$ cat config.mk
export PLATFORM = sky130hd
export DESIGN_NAME = ram_share_arb
export DESIGN_NICKNAME = d
export VERILOG_FILES = /design/src/rtl/ram_arb_pkg.sv /design/src/rtl/arb_cfg_reg.sv /design/src/rtl/arb_wait_ctr.sv /design/src/rtl/arb_owner_fsm.sv /design/src/rtl/arb_port_mux.sv /design/src/rtl/ram_share_arb.sv
export SDC_FILE = /design/constraint.sdc
export NUM_CORES = 1
export LEC_CHECK = 0
export BUFFER_PORTS_ARGS = -buffer_cell sky130_fd_sc_hd__buf_4
export CORE_AREA = 8 8 99 101
export CTS_BUF_LIST = sky130_fd_sc_hd__clkbuf_4 sky130_fd_sc_hd__clkbuf_8
export DETAILED_ROUTE_END_ITERATION = 10
export DIE_AREA = 0 0 107 109
export GPL_TIMING_DRIVEN = 0
export PLACE_DENSITY_LB_ADDON = 0.12
export SLEW_MARGIN = 20
export SYNTH_ARGS = -nofsm -noshare
export SYNTH_HDL_FRONTEND = slang
export SYNTH_SLANG_ARGS = --single-unit
$ cat constraint.sdc
create_clock -name clk_i -period 5 [get_ports clk_i]
set_clock_uncertainty 0.15 [all_clocks]
set_input_delay 0.5 -clock clk_i [delete_from_list [all_inputs] [get_ports clk_i]]
set_output_delay 0.5 -clock clk_i [all_outputs]
set_load 0.02 [all_outputs]
$ cat src/rtl/ram_arb_pkg.sv
package ram_arb_pkg;
  localparam int LIM_W = 5;
  localparam int CFG_W = 3 * LIM_W + 1;

  typedef enum logic [1:0] {
    OWN_NONE = 2'd0,
    OWN_CPU  = 2'd1,
    OWN_SLV  = 2'd2
  } owner_e;

  // field order is the register bit layout, msb first
  typedef struct packed {
    logic [LIM_W-1:0] slv_lim;
    logic [LIM_W-1:0] cpu_lim;
    logic [LIM_W-1:0] cpu_hold;
    logic             slv_en;
  } arb_cfg_t;

  localparam arb_cfg_t CFG_RST = '{slv_lim: 5'd16, cpu_lim: 5'd16, cpu_hold: 5'd8, slv_en: 1'b1};
endpackage

$ cat src/rtl/arb_cfg_reg.sv
module arb_cfg_reg
  import ram_arb_pkg::*;
(
  input  logic             clk_i,
  input  logic             rst_ni,
  input  logic             we_i,
  input  logic [CFG_W-1:0] wdata_i,
  output arb_cfg_t         cfg_o
);
  arb_cfg_t cfg_q;

  always_ff @(posedge clk_i or negedge rst_ni) begin
    if (!rst_ni)   cfg_q <= CFG_RST;
    else if (we_i) cfg_q <= arb_cfg_t'(wdata_i);
  end

  assign cfg_o = cfg_q;

  p_cfg_load_r2: assert property (@(posedge clk_i) disable iff (!rst_ni)
    we_i |=> cfg_o == $past(wdata_i));
endmodule

$ cat src/rtl/arb_wait_ctr.sv
module arb_wait_ctr #(
  parameter int W = 5
) (
  input  logic         clk_i,
  input  logic         rst_ni,
  input  logic         req_i,
  input  logic         served_i,
  output logic [W-1:0] cnt_o
);
  localparam logic [W-1:0] CNT_MAX = {W{1'b1}};

  logic [W-1:0] cnt_q;

  always_ff @(posedge clk_i or negedge rst_ni) begin
    if (!rst_ni)                 cnt_q <= '0;
    else if (!req_i || served_i) cnt_q <= '0;
    else if (cnt_q != CNT_MAX)   cnt_q <= cnt_q + 1'b1;
  end

  assign cnt_o = cnt_q;

  p_wait_clear_r10: assert property (@(posedge clk_i) disable iff (!rst_ni)
    !req_i |=> cnt_o == '0);
  p_wait_sat_r10: assert property (@(posedge clk_i) disable iff (!rst_ni)
    cnt_o == CNT_MAX && req_i && !served_i |=> cnt_o == CNT_MAX);
endmodule

$ cat src/rtl/arb_owner_fsm.sv
module arb_owner_fsm
  import ram_arb_pkg::*;
(
  input  logic             clk_i,
  input  logic             rst_ni,
  input  arb_cfg_t         cfg_i,
  input  logic             cpu_req_i,
  input  logic             slv_req_i,   // already gated by enable
  input  logic [LIM_W-1:0] cpu_wait_i,
  input  logic [LIM_W-1:0] slv_wait_i,
  output owner_e           owner_o
);
  owner_e           owner_q, owner_d;
  logic [LIM_W-1:0] hold_q, hold_d;

  always_comb begin
    owner_d = owner_q;
    hold_d  = (hold_q != '0) ? hold_q - 1'b1 : '0;
    unique case (owner_q)
      OWN_NONE: begin
        if (cpu_req_i)      owner_d = OWN_CPU;
        else if (slv_req_i) owner_d = OWN_SLV;
      end
      OWN_CPU: begin
        // tenure window: no arbitration
        if (hold_q == '0) begin
          if (!cpu_req_i)
            owner_d = slv_req_i ? OWN_SLV : OWN_NONE;
          else if (slv_req_i && slv_wait_i >= cfg_i.slv_lim)
            owner_d = OWN_SLV;
        end
      end
      OWN_SLV: begin
        if (!slv_req_i)
          owner_d = cpu_req_i ? OWN_CPU : OWN_NONE;
        else if (cpu_req_i && cpu_wait_i >= cfg_i.cpu_lim)
          owner_d = OWN_CPU;
      end
      default: owner_d = OWN_NONE;
    endcase
    if (owner_d == OWN_CPU && owner_q != OWN_CPU) hold_d = cfg_i.cpu_hold;
  end

  always_ff @(posedge clk_i or negedge rst_ni) begin
    if (!rst_ni) begin
      owner_q <= OWN_NONE;
      hold_q  <= '0;
    end else begin
      owner_q <= owner_d;
      hold_q  <= hold_d;
    end
  end

  assign owner_o = owner_q;

  p_tie_cpu_r3: assert property (@(posedge clk_i) disable iff (!rst_ni)
    owner_q == OWN_NONE && cpu_req_i |=> owner_q == OWN_CPU);
  p_tenure_r4: assert property (@(posedge clk_i) disable iff (!rst_ni)
    owner_q == OWN_CPU && hold_q != '0 |=> owner_q == OWN_CPU);
  p_slv_preempt_r5: assert property (@(posedge clk_i) disable iff (!rst_ni)
    owner_q == OWN_CPU && hold_q == '0 && slv_req_i && slv_wait_i >= cfg_i.slv_lim
    |=> owner_q == OWN_SLV);
  p_cpu_preempt_r6: assert property (@(posedge clk_i) disable iff (!rst_ni)
    owner_q == OWN_SLV && cpu_req_i && cpu_wait_i >= cfg_i.cpu_lim
    |=> owner_q == OWN_CPU && hold_q == $past(cfg_i.cpu_hold));
  p_keep_r7: assert property (@(posedge clk_i) disable iff (!rst_ni)
    owner_q == OWN_CPU && cpu_req_i && !slv_req_i |=> owner_q == OWN_CPU);
endmodule

$ cat src/rtl/arb_port_mux.sv
module arb_port_mux
  import ram_arb_pkg::*;
#(
  parameter int AW = 12,
  parameter int DW = 32
) (
  input  owner_e        owner_i,
  input  logic          cpu_req_i,
  input  logic          slv_req_i,
  input  logic          slv_en_i,
  input  logic          cpu_we_i,
  input  logic [AW-1:0] cpu_addr_i,
  input  logic [DW-1:0] cpu_wdata_i,
  input  logic          slv_we_i,
  input  logic [AW-1:0] slv_addr_i,
  input  logic [DW-1:0] slv_wdata_i,
  output logic          cpu_gnt_o,
  output logic          slv_gnt_o,
  output logic          ram_en_o,
  output logic          ram_we_o,
  output logic [AW-1:0] ram_addr_o,
  output logic [DW-1:0] ram_wdata_o
);
  logic pick_slv;

  assign cpu_gnt_o   = (owner_i == OWN_CPU) && cpu_req_i;
  assign slv_gnt_o   = (owner_i == OWN_SLV) && slv_req_i && slv_en_i;
  assign pick_slv    = (owner_i == OWN_SLV);
  assign ram_en_o    = cpu_gnt_o || slv_gnt_o;
  assign ram_we_o    = ram_en_o && (pick_slv ? slv_we_i : cpu_we_i);
  assign ram_addr_o  = pick_slv ? slv_addr_i  : cpu_addr_i;
  assign ram_wdata_o = pick_slv ? slv_wdata_i : cpu_wdata_i;
endmodule

$ cat src/rtl/ram_share_arb.sv
module ram_share_arb
  import ram_arb_pkg::*;
#(
  parameter int AW = 12,
  parameter int DW = 32
) (
  input  logic          clk_i,
  input  logic          rst_ni,
  input  logic          cfg_we_i,
  input  logic [15:0]   cfg_wdata_i,
  output logic [15:0]   cfg_o,
  input  logic          cpu_req_i,
  input  logic          cpu_we_i,
  input  logic [AW-1:0] cpu_addr_i,
  input  logic [DW-1:0] cpu_wdata_i,
  output logic          cpu_gnt_o,
  output logic [DW-1:0] cpu_rdata_o,
  input  logic          slv_req_i,
  input  logic          slv_we_i,
  input  logic [AW-1:0] slv_addr_i,
  input  logic [DW-1:0] slv_wdata_i,
  output logic          slv_gnt_o,
  output logic [DW-1:0] slv_rdata_o,
  output logic          ram_en_o,
  output logic          ram_we_o,
  output logic [AW-1:0] ram_addr_o,
  output logic [DW-1:0] ram_wdata_o,
  input  logic [DW-1:0] ram_rdata_i
);
  localparam int N_SIDE = 2;  // 0: cpu, 1: slave

  arb_cfg_t         cfg;
  owner_e           owner;
  logic             slv_req_eff;
  logic [N_SIDE-1:0] w_req, w_served;
  logic [LIM_W-1:0] w_cnt [N_SIDE];

  arb_cfg_reg u_cfg (
    .clk_i   (clk_i),
    .rst_ni  (rst_ni),
    .we_i    (cfg_we_i),
    .wdata_i (cfg_wdata_i),
    .cfg_o   (cfg)
  );

  assign cfg_o       = cfg;
  assign slv_req_eff = slv_req_i && cfg.slv_en;

  assign w_req    = {slv_req_eff, cpu_req_i};
  assign w_served = {owner == OWN_SLV, owner == OWN_CPU};

  for (genvar i = 0; i < N_SIDE; i++) begin : g_wait
    arb_wait_ctr #(.W(LIM_W)) u_ctr (
      .clk_i    (clk_i),
      .rst_ni   (rst_ni),
      .req_i    (w_req[i]),
      .served_i (w_served[i]),
      .cnt_o    (w_cnt[i])
    );
  end

  arb_owner_fsm u_fsm (
    .clk_i      (clk_i),
    .rst_ni     (rst_ni),
    .cfg_i      (cfg),
    .cpu_req_i  (cpu_req_i),
    .slv_req_i  (slv_req_eff),
    .cpu_wait_i (w_cnt[0]),
    .slv_wait_i (w_cnt[1]),
    .owner_o    (owner)
  );

  arb_port_mux #(.AW(AW), .DW(DW)) u_mux (
    .owner_i     (owner),
    .cpu_req_i   (cpu_req_i),
    .slv_req_i   (slv_req_i),
    .slv_en_i    (cfg.slv_en),
    .cpu_we_i    (cpu_we_i),
    .cpu_addr_i  (cpu_addr_i),
    .cpu_wdata_i (cpu_wdata_i),
    .slv_we_i    (slv_we_i),
    .slv_addr_i  (slv_addr_i),
    .slv_wdata_i (slv_wdata_i),
    .cpu_gnt_o   (cpu_gnt_o),
    .slv_gnt_o   (slv_gnt_o),
    .ram_en_o    (ram_en_o),
    .ram_we_o    (ram_we_o),
    .ram_addr_o  (ram_addr_o),
    .ram_wdata_o (ram_wdata_o)
  );

  assign cpu_rdata_o = ram_rdata_i;
  assign slv_rdata_o = ram_rdata_i;

  p_one_gnt_r9: assert property (@(posedge clk_i) disable iff (!rst_ni)
    !(cpu_gnt_o && slv_gnt_o));
  p_slv_off_r8: assert property (@(posedge clk_i) disable iff (!rst_ni)
    !cfg_o[0] |-> !slv_gnt_o);
  p_en_follow_r9: assert property (@(posedge clk_i) disable iff (!rst_ni)
    ram_en_o == (cpu_gnt_o || slv_gnt_o));
endmodule

# Yosys cells after proc, flatten, opt, wreduce, memory -nomap -nowiden
# Index checks and enable logic that the tools add are counted.
[totals] output_inout_bits=128 reg_bits=33 in_bits=143 word_cells=56
[classes] reduce_logical=18 n_mux=19 n_lt_le_gt_ge=2 n_eq_ne=6 n_addsub=3
[ops] cell="32-bit two-way mux" count=1
[ops] cell="5-bit two-way mux" count=6
[ops] cell="2-bit two-way mux" count=8
[ops] cell="12-bit two-way mux" count=1
[ops] cell="5-bit by 1-bit adder with 5-bit output (second input constant)" count=2
[ops] cell="5-bit >= comparator" count=2
[ops] cell="5-bit inequality test (second input constant)" count=2
[ops] cell="1-bit logical AND" count=8
[ops] cell="2-bit case mux with 3 select lines" count=1
[ops] cell="5-bit logical NOT" count=1
[ops] cell="5-bit nonzero test" count=1
[ops] cell="5-bit by 1-bit subtractor with 5-bit output (second input constant)" count=1
[ops] cell="2-bit by 1-bit equality test with 1-bit output (second input constant)" count=2
[ops] cell="2-bit nonzero test" count=2
[ops] cell="1-bit logical OR" count=3
[ops] cell="2-bit equality test (second input constant)" count=1
[ops] cell="1-bit logical NOT" count=2
[ops] cell="2-bit logical NOT" count=1
[ops] cell="1-bit two-way mux" count=2
[ops] cell="2-bit by 1-bit inequality test with 1-bit output (second input constant)" count=1

# Logic depth before layout (Yosys ltp)
# Gate-level depths: netlist of the first run.
[depth] depth_word=9 ltp_mapped=7 depth_no_buf=7

# Cells and area by module
# From an unflattened synthesis of the first run, not the netlist that was laid out.
[hier_totals] hier_cells=275 hier_area_um2=3109.2
[modules_own_cells] mod="arb_port_mux" n_inst=1 area_each_um2=803.3 seq_area_each_um2=0.0 cells_each=56
[modules_own_cells] mod="arb_owner_fsm" n_inst=1 area_each_um2=664.4 seq_area_each_um2=175.2 cells_each=76
[modules_own_cells] mod="arb_cfg_reg" n_inst=1 area_each_um2=654.4 seq_area_each_um2=405.4 cells_each=34
[modules_own_cells] mod="ram_share_arb" n_inst=1 area_each_um2=501.7 seq_area_each_um2=0.0 cells_each=67
[modules_own_cells] mod="arb_wait_ctr" n_inst=2 area_each_um2=242.7 seq_area_each_um2=125.1 cells_each=21

# Worst setup path before layout of the first run
# Ideal clock, no wire load.
[synth_path] path_kind="reg-to-output" start="register u_cfg.cfg_q, in the netlist u_cfg.cfg_o[0]" end="output ram_we_o" setup_slack_ns=2.816 arrival_ns=1.534 t_required_ns=4.350 path_buffers=0 path_stages_with_launch=4 cell_sequence="dfstp_2 -> nand2_1 -> nor3_1 -> a22o_1"
[synth_between] elab_chain_len=3
[synth_rtl] element="from (decl)" line_no="arb_cfg_reg.sv:10" rtl="arb_cfg_t cfg_q;"
[synth_rtl] element="from (signal assigned)" line_no="arb_cfg_reg.sv:14" rtl="else if (we_i) cfg_q <= arb_cfg_t'(wdata_i);"
[synth_rtl] element="1-bit logical AND" line_no="arb_port_mux.sv:27" rtl="assign slv_gnt_o = (owner_i == OWN_SLV) && slv_req_i && slv_en_i;"
[synth_rtl] element="net slv_gnt_o" line_no="ram_share_arb.sv:22" rtl="output logic slv_gnt_o,"
[synth_rtl] element="1-bit logical OR" line_no="arb_port_mux.sv:29" rtl="assign ram_en_o = cpu_gnt_o || slv_gnt_o;"
[synth_rtl] element="1-bit logical AND" line_no="arb_port_mux.sv:30" rtl="assign ram_we_o = ram_en_o && (pick_slv ? slv_we_i : cpu_we_i);"
[synth_rtl] element="to (decl)" line_no="ram_share_arb.sv:25" rtl="output logic ram_we_o,"
# The timed path passes the listed nets, and every way through them passes these cells.

# Final worst setup path of the first run
[layout_path] start="register u_fsm.owner_q[1] (netlist: u_fsm.owner_o[1])" end="output ram_wdata_o[6]"
[layout_between] elab_chain_len=2
[layout_rtl] element="from (decl)" line_no="arb_owner_fsm.sv:13" rtl="owner_e owner_q, owner_d;"
[layout_rtl] element="from (signal assigned)" line_no="arb_owner_fsm.sv:49" rtl="owner_q <= owner_d;"
[layout_rtl] element="2-bit equality test" line_no="arb_port_mux.sv:28" rtl="assign pick_slv = (owner_i == OWN_SLV);"
[layout_rtl] element="32-bit two-way mux" line_no="arb_port_mux.sv:32" rtl="assign ram_wdata_o = pick_slv ? slv_wdata_i : cpu_wdata_i;"
[layout_rtl] element="to (decl)" line_no="ram_share_arb.sv:27" rtl="output logic [DW-1:0] ram_wdata_o,"
# No other way between the ends.

==> impl_metrics.ini, run 1 <==
[floorplanning]
rows = 34
die_area_um2 = 11700
num_io_pins = 271
die_h_um = 109
dieWidth_um = 107
start_util_pct = 33.1
coreArea_um2 = 8380

[routing]
wirelength_um = 11800
vias_per_cell = 4.37
num_vias = 2750
routedWlPerCell_um = 18.7
drt_iter0_drc = 139
dr.pass1.iters = 4
drc = 0
drtAntennaViolNets = 0

[worst_setup_path]
crit_chain = inv_2 > nor2_4 > buf_4 > mux2_1 > buf_4
crit_path_end_kind = output port
r2r-end = u_fsm.hold_q[0]
cpPeakStageDelay_ps = 450
crit_path_start_kind = flop
timing.rr.start = u_cfg.cfg_o[10]
cp_max_fo = 10
worstRegToRegCells = 5
ff2ff_setup_slack_ps = 2890
crit_required_ps = 4350
path_common_cell = buf_4
arrival_ps = 1860
critPathSlowestCell = dfrtp_1
critical_path_class = flop to output port

[timing]
rsz0062_at_grt = no
setup_ws_ps = 2490
worst_pin_slew_ps = 674
setup_tns_ps = 0
slew_viol_final = 0
fmax_mhz = 399
period_needed_ps = 2510
setup_violations = 0
slew_headroom_pct = 54.6
finalHoldViolations = 3
finalCritPeriodShare_pct = 50.1
holdWs_ps = -1.76

[synthesis]
yosysMostFrequentCell = buf_4
synthCells = 277
seq_area_frac_synth_pct = 30.0
synthTopCellsByArea = dfrtp_1, buf_4, mux2_1
synth_edf_count = 0
synth_fp_nets = 435
synthArstFlopShare_pct = 100
syn_area_per_cell_um2 = 10.0
yosys_register_bits = 33
synth_warnings = 0
yosysUniqueCellTypes = 39
ys.flop_type = dfrtp_1
synth_common_cells = buf_4, mux2_1, dfrtp_1, nor2_1
syn_area_um2 = 2770
synth_top_cell_by_area = dfrtp_1
synthDominantCellAreaShare_pct = 26.2

[global_route]
grtUsageTotal_pct = 18.4
grt-ovfl-total = 0
grt_pass1_vias = 2795
grt_pass1_wl_um = 16800
grt_max_degree = 34
antenna_found_initial = 2

[cts]
clk_pin_slew_worst_paths_ps = 70
cts_sinks = 33
h-tree-depth = 2
worst_skew_pair.late_latency_ps = 280
cts.repair.resized = 0
clock-root-buffer = clkbuf_8
cts_buffer_depth = 2
hold_buffers = 0
post-cts-setup-buffers = 0
numCtsBuffers = 5
cts_tree = yes

[place]
place_hpwl_um = 10400
numPortBuffers = 237
dp_cells = 622
gp_routability_congestion = 0.835
dp_slack_ps = 2780

[flow_run]
max-cap-violations = 0

[outcome]
violations = hold timing
status = finished with violations

[min_path]
hold_path.class = input port to async pin

[pwr]
ir_worst_vdd_uv = 186
power_per_cell_area_nw_per_um2 = 305
p_leak_uw = 0.00256

[cells_and_area]
drive_gt1_share_pct = 65.5
area_delta_synth_final_pct = 72.6
antenna_cells = 0
fin_cells = 630
nNetsFinal = 679
==> worst max-delay path by stage <==
stage,cells past startpoint,start,slack [ps],to
global route,5,u_fsm.owner_o[1],2390,ram_wdata_o[6]
CTS,5,u_fsm.owner_o[1],2460,ram_wdata_o[6]
detailed placement,5,u_fsm.owner_o[1],2780,ram_wdata_o[6]
floorplan,3,u_cfg.cfg_o[0],2820,ram_we_o
finish,5,u_fsm.owner_o[1],2490,ram_wdata_o[6]
global placement,5,u_fsm.owner_o[1],2820,ram_wdata_o[6]
==> worst max-delay path, delay by kind of cell (launching register included) <==
kind	cells	cell delay [ps]
flops	1	450
mux	1	370
buf+inv	3	530
simple gates	1	220
==> kinds of logic after synthesis <==
kind of cell,synth area share (%)
mux,24.7
buf+inv,21.3
fa+ha+maj,6.77
compound gates,5.92
xor+xnor,2.53
flops,30.0
simple gates,8.80
==> cell usage in the layout (no fill, tap or decap), types with 3 or more instances in the layout <==
| cell | Yosys | final |
|---|---|---|
| buf_4 | 69 | 306 |
| mux2_1 | 40 | 40 |
| dfrtp_1 | 29 | 29 |
| nor2_1 | 16 | 16 |
| nand2_1 | 15 | 15 |
| ha_1 | 15 | 15 |
| inv_1 | 14 | 14 |
| o21ai_0 | 12 | 12 |
| mux2_2 | 11 | 11 |
| clkbuf_8 | 0 | 6 |
| mux2i_1 | 5 | 5 |
| xnor2_1 | 4 | 4 |
| mux2_4 | 4 | 4 |
| xor2_1 | 4 | 4 |
| dfstp_2 | 4 | 4 |
| nor3_1 | 3 | 3 |
==> through the flow <==
step	cell area (µm²)	power [µW]	util, %	hold slack (ps)
3_3_place_gp	4690	1230	55.9	321
2_1_floorplan	2770	900	-	54.4
5_1_grt	4780	1540	57.1	33.7
4_1_cts	4780	1480	57.1	13.7
6_report	4780	1460	57.1	-1.76
3_5_place_dp	4690	1250	55.9	326
==> cell type report <==
type / instances / area (µm²)
multi-input combinational: 156 / 1350
inverter: 16 / 60.1
timing repair buffer: 237 / 1780
clock buffer: 8 / 97.6
buffer: 72 / 531
fill: 776 / 3600
tap: 108 / 135
sequential: 33 / 831
==> state kept, by name, indices dropped and copies added, names as in the netlist <==
register and count:
g_wait.u_ctr.cnt_o 10, u_fsm.hold_q 5, u_fsm.owner_o 2, u_cfg.cfg_o 16
==> report_power, final <==
part           total, µW  switching, µW  internal [µW]  leakage, µW
clock network        222           99.2            123    0.0000523
logic                873            434            439      0.00210
registers            366           47.3            319     0.000407
==> per-layer routing <==
metal	share of wire [%]	routed length, µm	global-route usage, %
met1	38	4490	21.0
met5	0.20	23	0
met3	8.3	981	6.44
met4	0.85	100	3.92
met2	53	6200	32.6
Note: power is estimated with default switching activity, not from simulation.
==> run 2, diff against run 1 <==
--- a/config.mk
+++ b/config.mk
@@ -5,11 +5,12 @@
 export SDC_FILE = /design/constraint.sdc
 export NUM_CORES = 1
 export LEC_CHECK = 0
+export ABC_AREA = 1
 export BUFFER_PORTS_ARGS = -buffer_cell sky130_fd_sc_hd__buf_4
-export CORE_AREA = 8 8 99 101
+export CORE_MARGIN = 8
+export CORE_UTILIZATION = 35
 export CTS_BUF_LIST = sky130_fd_sc_hd__clkbuf_4 sky130_fd_sc_hd__clkbuf_8
 export DETAILED_ROUTE_END_ITERATION = 10
-export DIE_AREA = 0 0 107 109
 export GPL_TIMING_DRIVEN = 0
 export PLACE_DENSITY_LB_ADDON = 0.12
 export SLEW_MARGIN = 20
==> constraint.sdc (replaced) <==
create_clock -name clk_i -period 2.3 [get_ports clk_i]
set_clock_uncertainty 0.15 [all_clocks]
set_input_delay 0.23 -clock clk_i [delete_from_list [all_inputs] [get_ports clk_i]]
set_output_delay 0.23 -clock clk_i [all_outputs]
set_load 0.02 [all_outputs]
==> impl_metrics.ini, run 2 <==
[global_route]
grt-ovfl-total = 0
grt_max_degree = 34
antenna_found_initial = 0
grt_pass1_vias = 3362
grtUsageTotal_pct = 20.4
grt_pass1_wl_um = 18600

[timing]
setup_tns_ps = 0
fmax_mhz = 492
finalHoldViolations = 0
period_needed_ps = 2030
setup_violations = 0
rsz0062_at_grt = no
slew_viol_final = 0
slew_headroom_pct = 72.0
worst_pin_slew_ps = 421
setup_ws_ps = 268
holdWs_ps = 4.56
finalCritPeriodShare_pct = 88.4

[place]
place_hpwl_um = 11000
numPortBuffers = 237
gp_routability_congestion = 0.895
dp_slack_ps = 414

[pwr]
ir_worst_vdd_uv = 534
p_leak_uw = 0.00289
power_per_cell_area_nw_per_um2 = 544
fin_total_pwr_uw = 2670

[routing]
drtAntennaViolNets = 0
dr.pass1.iters = 4
num_vias = 3389
vias_per_cell = 4.36
drt_iter0_drc = 131
wirelength_um = 12500
drc = 0
routedWlPerCell_um = 16.1

[worst_setup_path]
cp_top_family = flip-flops
critical_path_class = flop to output port
crit_required_ps = 1920
critPathBufInv = 2
cp_max_fo = 4
crit_path_start_kind = flop
critPathSlowestCell = dfstp_2
cpPeakStageDelay_ps = 540
arrival_ps = 1650
crit_chain = nand2_1 > nor2_1 > nand2_1 > o21ai_1 > nand2_1 > inv_1 > buf_4
crit_path_end_kind = output port
path_common_cell = nand2_1

[cells_and_area]
utilization_pct = 60.6
antenna_cells = 0
layout_common_cells = buf_4, nand2_1, inv_1
area_delta_synth_final_pct = 70.6
layout.cells.most_common = buf_4
nNetsFinal = 830
drive_gt1_share_pct = 51.1
largest_register_ff_count = 16

[synthesis]
synthDominantCellAreaShare_pct = 25.3
seq_area_frac_synth_pct = 28.9
synth_edf_count = 0
ys.flop_type = dfrtp_1
yosys_register_bits = 33
syn_area_um2 = 2870
synth_common_cells = nand2_1, buf_4, inv_1, dfrtp_1, nor2_1
synthTopCellsByArea = dfrtp_1, nand2_1, buf_4
synthCells = 426
synth_fp_nets = 584
synthArstFlopShare_pct = 100
synth_warnings = 0
yosysMostFrequentCell = nand2_1
yosysUniqueCellTypes = 25
synth_top_cell_by_area = dfrtp_1
syn_area_per_cell_um2 = 6.74

[cts]
cts_sinks = 33
numCtsBuffers = 5
worst_skew_pair.late_latency_ps = 280
cts_buffer_depth = 2
post-cts-setup-buffers = 0
clk_pin_slew_worst_paths_ps = 70
cts_tree = yes
cts.repair.resized = 0
clock-root-buffer = clkbuf_8
hold_buffers = 2
h-tree-depth = 2

[outcome]
status = finished, final reports clean

[floorplanning]
start_util_pct = 35.5
coreArea_um2 = 8090
rows = 33
die_h_um = 107
dieWidth_um = 107
num_io_pins = 271
die_area_um2 = 11400

[min_path]
hold_path.class = input port to flop

[flow_run]
max-cap-violations = 0
[run 2: tightest hold or removal path: stages]
cell     delay, ps
buf_4           80
nand2_1         40
o21ai_0         60
[run 2: final timing paths]
path,start,to,slack [ps],cells after the start
max,u_cfg.cfg_o[0],ram_we_o,270,7
min,cfg_wdata_i[8],u_cfg.cfg_o[8],5,3
max reg2reg,u_cfg.cfg_o[10],u_fsm.hold_q[1],410,12
min reg2reg,u_cfg.cfg_o[5],u_fsm.hold_q[4],350,2
max in group asynchronous,rst_ni,u_cfg.cfg_o[4],1380,2
min in group asynchronous,rst_ni,u_cfg.cfg_o[6],280,2
[run 2: cell families after synthesis]
family | Yosys count | share of synthesized area (%)
flops | 33 | 28.9
xor+xnor | 1 | 0.305
buf+inv | 117 | 24.3
simple gates | 227 | 32.0
mux | 8 | 3.14
fa+ha+maj | 15 | 6.53
compound gates | 25 | 4.79
[run 2: layout make-up]
type	instances	area (µm²)
Inverter	40	150
Sequential cell	33	831
Multi-Input combinational cell	276	1340
Buffer	77	549
Fill cell	790	3190
Clock buffer	8	97.6
Tap cell	105	131
Timing Repair Buffer	239	1800
[run 2: stage by stage]
step,cells,area [µm²]
2_1_floorplan,426,2870
3_3_place_gp,768,4780
3_5_place_dp,768,4780
4_1_cts,778,4900
5_1_grt,778,4900
6_report,778,4900
[run 2: metal layers]
metal | share of wire (%) | vias to the layer above | global-route usage, %
met5 | 0 | - | 0
met4 | 0.92 | 0 | 3.22
met3 | 9.3 | 12 | 7.08
met2 | 52 | 134 | 37.4
met1 | 38 | 1514 | 22.5
li1 | - | 1729 | -
[run 2: power by group]
part	switching (µW)	internal, µW
Clock	203	268
Combinational	785	666
Sequential	67.4	680
==> run 3, diff against run 2 <==
--- a/config.mk
+++ b/config.mk
@@ -7,8 +7,8 @@
 export LEC_CHECK = 0
 export ABC_AREA = 1
 export BUFFER_PORTS_ARGS = -buffer_cell sky130_fd_sc_hd__buf_4
-export CORE_MARGIN = 8
-export CORE_UTILIZATION = 35
+export CORE_MARGIN = 10
+export CORE_UTILIZATION = 36
 export CTS_BUF_LIST = sky130_fd_sc_hd__clkbuf_4 sky130_fd_sc_hd__clkbuf_8
 export DETAILED_ROUTE_END_ITERATION = 10
 export GPL_TIMING_DRIVEN = 0
@@ -16,4 +16,5 @@
 export SLEW_MARGIN = 20
 export SYNTH_ARGS = -nofsm -noshare
 export SYNTH_HDL_FRONTEND = slang
+export SYNTH_HIERARCHICAL = 1
 export SYNTH_SLANG_ARGS = --single-unit
==> impl_metrics.ini, run 3 <==
[worst_setup_path]
path_common_cell = nand2_1
crit_chain = inv_2 > nand2_4 > buf_8 > nand2_1 > nand2_1 > buf_4
crit_path_start = u_fsm/owner_o[0]
worstRegToRegCells = 12
cpPeakStageDelay_ps = 660
timing.rr.start = u_cfg/cfg_o[10]
crit_path_end_kind = output port
cp_max_fo = 10
critPathSlowestCell = dfrtp_1
r2r-end = u_fsm/hold_q[2]
critical_path_class = flop to output port
crit_end = ram_wdata_o[6]
crit_cells = 6
crit_required_ps = 1920
arrival_ps = 1730
cp_top_family = flip-flops
crit_path_start_kind = flop
ff2ff_setup_slack_ps = 390
critPathBufInv = 3

[cts]
h-tree-depth = 2
cts_tree = yes
numCtsBuffers = 5
post-cts-setup-buffers = 0
worst_skew_pair.late_latency_ps = 280
clk_pin_slew_worst_paths_ps = 60
cts_buffer_depth = 2
cts_sinks = 33
clock-root-buffer = clkbuf_8

[cells_and_area]
largest_register_ff_count = 16
layout.cells.most_common = buf_4
drive_gt1_share_pct = 47.8
nFillCells = 790
antenna_cells = 0
seqCellArea_um2 = 831
area_delta_synth_final_pct = 69.0
layout_common_cells = buf_4, nand2_1, inv_1
nNetsFinal = 887
multi_input_area_um2 = 1450

[synthesis]
yosys_register_bits = 33
synth_top_cell_by_area = nand2_1
synthDominantCellAreaShare_pct = 27.3
yosysUniqueCellTypes = 28
synth_warnings = 6
yosysMostFrequentCell = nand2_1
seq_area_frac_synth_pct = 26.7
synth_common_cells = nand2_1, buf_4, inv_1, dfrtp_1, nor2_1
synth_edf_count = 0
synth_fp_nets = 631
syn_area_um2 = 3120
synthTopCellsByArea = nand2_1, dfrtp_1, buf_4
ys.flop_type = dfrtp_1
synthCells = 473
syn_area_per_cell_um2 = 6.59
synthArstFlopShare_pct = 100

[timing]
period_needed_ps = 2110
fmax_mhz = 475
setup_ws_ps = 193
finalCritPeriodShare_pct = 91.6
setup_violations = 0
rsz0062_at_grt = no
setup_tns_ps = 0
slew_headroom_pct = 65.9
worst_pin_slew_ps = 511
slew_viol_final = 0
finalHoldViolations = 0

[global_route]
grt_max_degree = 34
grt_pass1_vias = 3589
antenna_found_initial = 0
grtUsageTotal_pct = 20.4
grt_pass1_wl_um = 20900
grt-ovfl-total = 0

[floorplanning]
dieWidth_um = 113
die_area_um2 = 12800
rows = 33
die_h_um = 113
coreArea_um2 = 8340
num_io_pins = 271
start_util_pct = 37.4

[routing]
dr.pass1.iters = 4
drc = 0
drt_iter0_drc = 227
routedWlPerCell_um = 16.7
wirelength_um = 13900
num_vias = 3650
drtAntennaViolNets = 0
vias_per_cell = 4.37

[place]
place_hpwl_um = 12300
numPortBuffers = 237
dp_slack_ps = 383
gp_routability_congestion = 0.866

[flow_run]
max-cap-violations = 0

[outcome]
status = finished, final reports clean

[pwr]
ir_worst_vdd_uv = 483
p_leak_uw = 0.00319
power_per_cell_area_nw_per_um2 = 539

[min_path]
hold_path.class = input port to flop
-- run 3: cell types whose count changed in the layout (fill, tap and decap cells not counted), moves of 5 or more --
cell and change:
nor3_1 -5, mux2_2 -8, inv_1 +10, nand3_1 +5, o21ai_0 -8, nand2_1 +42, nand2_2 +6, dlygate4sd3_1 +10
nor2_2 +5, buf_2 -10
-- run 3: where the power goes --
| part | total [µW] | switching [µW] | internal (µW) |
|---|---|---|---|
| sequential | 780 | 105 | 676 |
| combinational | 1490 | 791 | 700 |
| clock | 566 | 202 | 365 |
-- run 3: metal layers --
| layer | share of wire, % | track usage, % | vias up |
|---|---|---|---|
| met5 | 0 | 0 | - |
| met2 | 53 | 38.3 | 131 |
| met1 | 37 | 21.6 | 1646 |
| li1 | - | - | 1861 |
| met3 | 8.3 | 6.71 | 12 |
| met4 | 1.4 | 4.15 | 0 |
-- run 3: kinds of logic (layout without fill, tap and decap cells) --
family,count (synthesis),in the layout,synth area share [%]
flip-flops,33,33,26.7
AO/OA/AOI/OAI,16,16,2.77
buffers and inverters,127,384,26.9
adder cells (fa/ha/maj),15,15,6.02
AND/OR/NAND/NOR,282,282,37.6
-- run 3: worst register-to-register path: stages (launching register included) --
cell	delay [ps]
dfstp_2	540
inv_1	40
ha_1	300
nand2_1	90
inv_1	50
a21oi_2	120
nand2_1	80
nand2_2	80
nand2_2	60
nand2_4	110
nand2_4	70
nand2_1	70
nand2_1	50
-- run 3: through the flow --
step / instances / power [µW] / hold slack [ps] / utilization, % / cell area [µm²]
3_5_place_dp: 815 / 2270 / 46.2 / 60.3 / 5030
4_1_cts: 835 / 2870 / 0.873 / 63.2 / 5270
6_report: 835 / 2840 / 12.5 / 63.2 / 5270
5_1_grt: 835 / 3050 / 12.1 / 63.2 / 5270
3_3_place_gp: 815 / 2240 / 49.1 / 60.3 / 5030
2_1_floorplan: 473 / 1660 / -216 / - / 3120
-- run 3: repair_timing --
action,CTS,global route
endpoints found under the setup margin,0,0
hold buffers,12,0
hold endpoints to repair,40,0
gates resized for setup,0,0
-- run 3: layout make-up --
class / count / area share (%)
Clock inverter: 1 / 0.570
Timing Repair Buffer: 249 / 36.1
Clock buffer: 7 / 1.71
Tap cell: 105 / 2.49
Buffer: 75 / 11.6
Multi-Input combinational cell: 313 / 27.5
Inverter: 52 / 4.30
Sequential cell: 33 / 15.8
-- run 3: worst min path at each step --
stage	endpoint	slack, ps	startpoint	cells past startpoint
after floorplan	g_wait[0].u_ctr/cnt_o[0]	-220	rst_ni	0
after global placement	u_cfg/cfg_o[8]	50	rst_ni	1
after detailed placement	u_cfg/cfg_o[8]	50	rst_ni	1
after CTS	u_cfg/cfg_o[15]	0.9	cfg_wdata_i[15]	3
after global routing	u_cfg/cfg_o[15]	10	cfg_wdata_i[15]	3
final	u_cfg/cfg_o[15]	10	cfg_wdata_i[15]	3
